## src/rtl/codec_evt_pkg.sv

```systemverilog
// Shared constants and types for the codec event interrupt unit.
// Assumes the fixed register layout: six sticky flags in bits 5:0,
// live jack level in bit 6, form code in mask bits 7:6.
package codec_evt_pkg;
    localparam int REG_W    = 8;
    localparam int EVT_N    = 6;
    localparam int JACK_BIT = 5;
    localparam int LIVE_BIT = 6;
    localparam int FORM_LSB = 6;
    localparam logic [REG_W-1:0] MASK_RST = 8'h3F;

    typedef enum logic [1:0] {
        FORM_LVL_HI = 2'b00,
        FORM_LVL_LO = 2'b01,
        FORM_PLS_HI = 2'b10,
        FORM_PLS_LO = 2'b11
    } irq_form_e;
endpackage

```

## src/rtl/cei_jack_watch.sv

```systemverilog
// Jack level change detector.
// Keeps the last sampled jack level and reports a change for one cycle.
// Assumes jack_in is already debounced and synchronous to clk. During
// reset the stored level tracks the input, so no event appears at release.
module cei_jack_watch (
    input  logic clk,
    input  logic rst_n,
    input  logic jack_in,
    output logic jack_chg
);
    logic jack_q;

    // Store the level sampled at each edge, seeded during reset.
    always_ff @(posedge clk) begin
        jack_q <= jack_in;
    end

    // A change is a difference between the present and the stored level.
    always_comb begin
        jack_chg = rst_n && (jack_in != jack_q);
    end
endmodule

```

## src/rtl/cei_flag_bank.sv

```systemverilog
// Sticky event flags with write-one-to-clear.
// A set request in the same cycle as a clear takes priority.
// Assumes set and clear vectors are valid every cycle.
module cei_flag_bank #(
    parameter int N = 6
) (
    input  logic         clk,
    input  logic         rst_n,
    input  logic [N-1:0] set_vec,
    input  logic [N-1:0] clr_vec,
    output logic [N-1:0] flag_q
);
    genvar gi;
    generate
        for (gi = 0; gi < N; gi++) begin : g_flag
            // Each flag: reset low, clear on request, set wins.
            always_ff @(posedge clk) begin
                if (!rst_n)
                    flag_q[gi] <= 1'b0;
                else if (set_vec[gi])
                    flag_q[gi] <= 1'b1;
                else if (clr_vec[gi])
                    flag_q[gi] <= 1'b0;
            end
        end
    endgenerate
endmodule

```

## src/rtl/cei_irq_shaper.sv

```systemverilog
// Interrupt output former.
// Turns the vector of unmasked pending flags into a level or pulse
// output of either polarity. A pulse marks any pending bit rising 0 to 1.
// Assumes the form code is stable while a pulse is being judged.
module cei_irq_shaper
    import codec_evt_pkg::*;
#(
    parameter int N = 6
) (
    input  logic      clk,
    input  logic      rst_n,
    input  logic [N-1:0] pend_vec,
    input  irq_form_e form,
    output logic      irq
);
    logic [N-1:0] pend_q;
    logic         any_pend;
    logic         any_new;

    // Remember last cycle's pending vector for rise detection.
    always_ff @(posedge clk) begin
        if (!rst_n)
            pend_q <= '0;
        else
            pend_q <= pend_vec;
    end

    // Select the output form from the level and the rise indication.
    always_comb begin
        any_pend = |pend_vec;
        any_new  = |(pend_vec & ~pend_q);
        case (form)
            FORM_LVL_HI: irq = any_pend;
            FORM_LVL_LO: irq = ~any_pend;
            FORM_PLS_HI: irq = any_new;
            default:     irq = ~any_new;
        endcase
    end
endmodule

```

## src/rtl/codec_evt_irq.sv

```systemverilog
// Codec interrupt flag and mask unit, top level.
// Collects event strobes into sticky flags, applies per-event masks and
// drives one interrupt in a programmable form. Flag bit 6 is the live jack
// level. Assumes all inputs are synchronous to clk and strobes last one cycle.
module codec_evt_irq
    import codec_evt_pkg::*;
(
    input  logic             clk,
    input  logic             rst_n,
    input  logic             jack_in,
    input  logic             evt_short,
    input  logic             evt_ramp_up,
    input  logic             evt_ramp_dn,
    input  logic             evt_gain_up,
    input  logic             evt_gain_dn,
    input  logic             wr_en,
    input  logic             wr_sel,
    input  logic [REG_W-1:0] wr_data,
    output logic [REG_W-1:0] flag_rd,
    output logic [REG_W-1:0] mask_rd,
    output logic             irq
);
    logic             jack_chg;
    logic [EVT_N-1:0] set_vec;
    logic [EVT_N-1:0] clr_vec;
    logic [EVT_N-1:0] flag_q;
    logic [REG_W-1:0] mask_q;
    logic [EVT_N-1:0] pend_vec;
    irq_form_e        form;

    cei_jack_watch u_jack (
        .clk      (clk),
        .rst_n    (rst_n),
        .jack_in  (jack_in),
        .jack_chg (jack_chg)
    );

    // Gather set requests and clear requests into flag-aligned vectors.
    always_comb begin
        set_vec = {jack_chg, evt_short, evt_ramp_up, evt_ramp_dn,
                   evt_gain_up, evt_gain_dn};
        clr_vec = (wr_en && !wr_sel) ? wr_data[EVT_N-1:0] : '0;
    end

    cei_flag_bank #(.N(EVT_N)) u_flags (
        .clk     (clk),
        .rst_n   (rst_n),
        .set_vec (set_vec),
        .clr_vec (clr_vec),
        .flag_q  (flag_q)
    );

    // Mask register: full-width load on a mask-targeted write.
    always_ff @(posedge clk) begin
        if (!rst_n)
            mask_q <= MASK_RST;
        else if (wr_en && wr_sel)
            mask_q <= wr_data;
    end

    // Derive the pending vector, the form code and the read views.
    always_comb begin
        pend_vec = flag_q & ~mask_q[EVT_N-1:0];
        form     = irq_form_e'(mask_q[FORM_LSB+1:FORM_LSB]);
        flag_rd  = '0;
        flag_rd[EVT_N-1:0] = flag_q;
        flag_rd[LIVE_BIT]  = jack_in;
        mask_rd  = mask_q;
    end

    cei_irq_shaper #(.N(EVT_N)) u_shape (
        .clk      (clk),
        .rst_n    (rst_n),
        .pend_vec (pend_vec),
        .form     (form),
        .irq      (irq)
    );
endmodule

```

## config.mk

```make
export PLATFORM = sky130hd
export DESIGN_NAME = codec_evt_irq
export DESIGN_NICKNAME = d
export VERILOG_FILES = /design/src/rtl/codec_evt_pkg.sv /design/src/rtl/cei_jack_watch.sv /design/src/rtl/cei_flag_bank.sv /design/src/rtl/cei_irq_shaper.sv /design/src/rtl/codec_evt_irq.sv
export SDC_FILE = /design/constraint.sdc
export NUM_CORES = 1
export LEC_CHECK = 0
export ABC_AREA = 1
export BUFFER_PORTS_ARGS = -buffer_cell sky130_fd_sc_hd__buf_2
export CAP_MARGIN = 0
export CORE_MARGIN = 4
export CORE_UTILIZATION = 45
export DETAILED_ROUTE_END_ITERATION = 10
export HOLD_SLACK_MARGIN = 0.06
export PLACE_DENSITY = 0.75
export SKIP_CTS_REPAIR_TIMING = 1
export SYNTH_ARGS = -nofsm -noshare
export SYNTH_HDL_FRONTEND = slang
export SYNTH_SLANG_ARGS = --single-unit
export TNS_END_PERCENT = 100
```

## constraint.sdc

```tcl
create_clock -name clk -period 0.8 [get_ports clk]
set_input_delay 0 -clock clk [delete_from_list [all_inputs] [get_ports clk]]
set_output_delay 0 -clock clk [all_outputs]
set_load 0.1 [all_outputs]
```

==> results of run 1 <==
-- cell usage after synthesis --
cell type	number
nand2_1	23
dfxtp_1	21
inv_1	19
nor2_1	13
nand3_1	10
a21oi_1	8
o211ai_1	6
o21ai_0	4
buf_4	3
nand2_2	2
buf_2	1
clkinv_4	1
conb_1	1
nand3b_1	1
xnor2_1	1
-- per-stage QoR --
stage | area (µm²) | hold slack (ns)
after CTS | 1540 | -0.156
after detailed placement | 1510 | 0.173
after floorplan | 932 | 0.0277
after global placement | 1510 | 0.172
-- cells by family after synthesis --
logic type / count (synthesis)
other: 1
AO/OA/AOI/OAI: 18
AND/OR/NAND/NOR: 49
flip-flops: 21
XOR/XNOR: 1
buffers and inverters: 24
==> summary.txt, run 1 <==
Global routing
  – Largest net degree at the start of global routing: 14

Yosys
  – Xor/xnor share of the synthesized area: under 10%
  – Synth Instances: 114
  – Post-synthesis mux area share: 0%
  – Post-synthesis sequential area ratio: between 40% and 50%
  – Synthesized area: approximately 850 µm²
  – Yosys cell types: 15
  – Main area contributors after synthesis: dfxtp_1 (49%), nand2_1 (10%), inv_1 (8.4%)
  – Register bit count reported by yosys: 21
  – Largest family of logic cells by synthesized area: simple AND/OR/NAND/NOR gates
  – Share of Yosys cell area claimed by the top area cell type: 49.4%
  – Syn_nets: 132
  – Ys Warns: 0
  – Compound-Gate Fraction of Synth Area: 12.4%
  – Mean Syn Cell Area: 7.46 µm²
  – Adder and majority cell fraction of the synthesized area: 0%
  – Simple-gate area share of the yosys netlist: 24.1%
  – Leading area contributor after synthesis: dfxtp_1

Floorplan
  – Site Rows: 15
  – Horiz. Die Dim: roughly 51 µm
  – Starting Density: 48.2%
  – Die height: 51.5 µm
  – I/O pin count: 35

Placement
  – Placed cells: between 150 and 200
  – PortBufs: 33
  – Detailed placer's ending HPWL: approximately 2000 µm
  – Post-Place Worst Slack: -0.317 ns
  – Placer Congestion: 0.827

Clocking
  – Num CTS Buffers: 3
  – H-tree depth: 1
  – CTS Buffer Depth: 2
  – CTS Root Cell: clkbuf_4
  – TritonCTS Sinks: 21

Outcome
  – Fail Step: 5_1_grt
  – Status: aborted with a tool error
  – Run Error: [ERROR DPL-0038] Utilization greater than 100%, impossible to legalize

Timing
  – Worst End Pin Type: top-level output
  – Last worst endpoint in the global-route repair_timing: irq
==> run 2: changes to the inputs <==
--- a/config.mk
+++ b/config.mk
@@ -8,11 +8,10 @@
 export ABC_AREA = 1
 export BUFFER_PORTS_ARGS = -buffer_cell sky130_fd_sc_hd__buf_2
 export CAP_MARGIN = 0
-export CORE_MARGIN = 4
-export CORE_UTILIZATION = 45
+export CORE_AREA = 4 4 65 67
 export DETAILED_ROUTE_END_ITERATION = 10
-export HOLD_SLACK_MARGIN = 0.06
-export PLACE_DENSITY = 0.75
+export DIE_AREA = 0 0 69 71
+export PLACE_DENSITY_LB_ADDON = 0.15
 export SKIP_CTS_REPAIR_TIMING = 1
 export SYNTH_ARGS = -nofsm -noshare
 export SYNTH_HDL_FRONTEND = slang
==> run 2 against run 1 <==
  * The flow now finishes, with violations (negative hold slack, negative setup slack)
  * Synthesized cell count stayed put
  * Synthesized area unchanged
==> summary.txt, run 2 <==
Floorplan
  – Die footprint: approximately 5000 µm²
  – Horiz. Die Dim: 69 µm
  – Site Rows: 22
  – CORE AREA: 3630 µm²
  – Die height: approximately 70 µm
  – Starting Density: 23.4%
  – I/O pin count: 35

Yosys
  – Syn_nets: 132
  – Synth Instances: 114
  – Ys Warns: 0
  – Count leader, synth: nand2_1
  – Ys async rst share: 0%
  – Main area contributors after synthesis: dfxtp_1 (49%), nand2_1 (10%), inv_1 (8.4%)
  – EDFF count, synth: 0
  – Mean Syn Cell Area: approximately 7.5 µm²
  – Synthesized area: 851 µm²
  – Leading area contributor after synthesis: dfxtp_1
  – Top cells by count, synth: nand2_1 (23), dfxtp_1 (21), inv_1 (19)
  – Post-synthesis sequential area ratio: between 40% and 50%
  – Share of Yosys cell area claimed by the top area cell type: ~50%
  – Yosys cell types: 15
  – Register bit count reported by yosys: 21
  – Post-synth top flop: dfxtp_1

Clocking
  – Num CTS Buffers: 3
  – CTS tree: done
  – Worst-Skew Late Latency: 0.26 ns
  – H-tree depth: 1
  – Clock slew at reported path FFs: about 0.08 ns
  – CTS Buffer Depth: 2
  – TritonCTS Sinks: 21
  – CTS Root Cell: clkbuf_8

Timing
  – Slack of the critical path: -0.591 ns
  – Worst Skew: between 0.006 and 0.007 ns
  – Fin Hold WS: -0.0236 ns
  – Max Fclk: 0.719 GHz
  – Pins Over Slew Limit: 0
  – Period utilization: 174%
  – Final hold violation count: 3
  – RSZ-0062 raised after global routing: true
  – Setup Viol. Count Final: 15
  – Min cycle time layout: 1.39 ns

Cells and area
  – Area grow syn2layout: 109%
  – Diode count: 0
  – Most frequent cells in the layout: buf_4 (20), nand2_1 (17), buf_2 (17)
  – Non-filler cells, final: 232
  – Layout cells sized above 1: 54.3%
  – Max reg flops: 8
  – Commonest non-fill, non-tap cell in the layout: buf_4
  – Final #Nets: just over 200
  – Filler Cells Inserted: 370

Routing
  – Vias per inst: 4.06
  – Vias: 941
  – Final WL: 2380 µm
  – Drt first pass iters: 4
  – Post-DRT Antenna Nets: 0
  – Routed length per placed instance: 10.3 µm
  – DR iter-0 viols: 6
  – Residual DRC: 0

Placement
  – Placer Congestion: 0.729
  – Placed cells: 217
  – PortBufs: 33
  – Post-Place Worst Slack: -0.306 ns
  – Detailed placer's ending HPWL: 1870 µm

Hold path
  – Worst min path class: in2reg

Pwr
  – Peak VDD IR: 739 µV
  – Static leakage: 0.832 nW
  – Pwr/cell area: 1730 nW/µm²

Worst setup path
  – CP Cell Sequence: inv_2, nand2_2, nand2_1, nor2_1, nand3_1, nand2_1, nand2_2, nand2_8, buf_12
  – Max stage delay on crit path: 0.35 ns
  – CP arrival: 1.39 ns
  – Crit path capture type: primary output
  – Slowest CP cell: dfxtp_4
  – CP startpoint kind: register
  – Critical-path maximum fanout: 3
  – Crit Path Class: reg2out
  – CP required: 0.80 ns

Global routing
  – First-pass GRT wire length: 3770 µm
  – Initial antenna violation count: 0
  – Congestion Overflow GR: 0
  – Vias in the first global route: 886
  – GRT Total Usage: 9.23%
  – Largest net degree at the start of global routing: 14

Outcome
  – Failing checks: negative hold slack, negative setup slack
  – Status: complete, but fails checks

Flow run
  – # Max-Cap Violations: 0
run 2: worst paths after layout:
check                                        from                 to  slack [ns]  depth (start not counted)
worst min register to register  u_flags.flag_q[5]  u_shape.pend_q[5]        0.49                          2
worst min-delay path                   wr_data[5]         mask_rd[5]       -0.02                          3
worst max register to register  u_flags.flag_q[4]  u_flags.flag_q[4]        0.03                          3
worst max-delay path                   mask_rd[2]                irq       -0.59                          9
run 2: cell families (layout without fill, tap and decap cells):
family                    Yosys count  after routing  share of synthesized area [%]
xor gates and xnor gates            1              1                           1.03
buffers and inverters              24             94                           12.6
other                               1              1                          0.441
DFF                                21             21                           49.4
AOI/OAI and AO/OA                  18             18                           12.4
and+or+nand+nor                    49             49                           24.1
run 2: power by group:
part	internal, mW	switching (mW)	leakage (nW)	total (mW)
clock	0.351	0.346	0.0217	0.697
sequential	1.09	0.0484	0.178	1.14
combinational	0.505	0.737	0.633	1.24
total	1.95	1.13	0.832	3.08
run 2: critical path: cells and delay by family, from the launching register on:
| kind | cells | cell delay (ns) |
|---|---|---|
| flip-flops | 1 | 0.35 |
| AND/OR/NAND/NOR | 7 | 0.57 |
| buffers and inverters | 2 | 0.20 |
run 2: cell type report:
class	instances	area (µm²)	area share [%]
Inverter	20	85.1	4.79
Clock buffer	3	41.3	2.32
Clock inverter	1	7.51	0.422
Sequential cell	21	473	26.6
Tap cell	48	60.1	3.38
Multi-Input combinational cell	69	374	21.0
Timing Repair Buffer	70	737	41.4
run 2: through the flow:
stage	utilization (%)	power [mW]	TNS (ns)	area, µm²
2_1_floorplan	-	1.83	-0.574	932
3_3_place_gp	43.1	2.32	-0.296	1570
3_5_place_dp	43.1	2.32	-0.306	1570
4_1_cts	44.4	3.04	-2.20	1610
5_1_grt	48.9	3.23	-2.48	1780
6_report	48.9	3.08	-1.98	1780
run 2: metal layers:
layer  global-route usage (%)  up-vias  part of all wire [%]
met3                     2.56        2                   3.9
met4                     3.90        0                  0.71
met5                        0        -                     0
met2                     16.0       21                    53
li1                         -      494                     -
met1                     10.7      424                    43
Power figures use the tool's default switching activity.
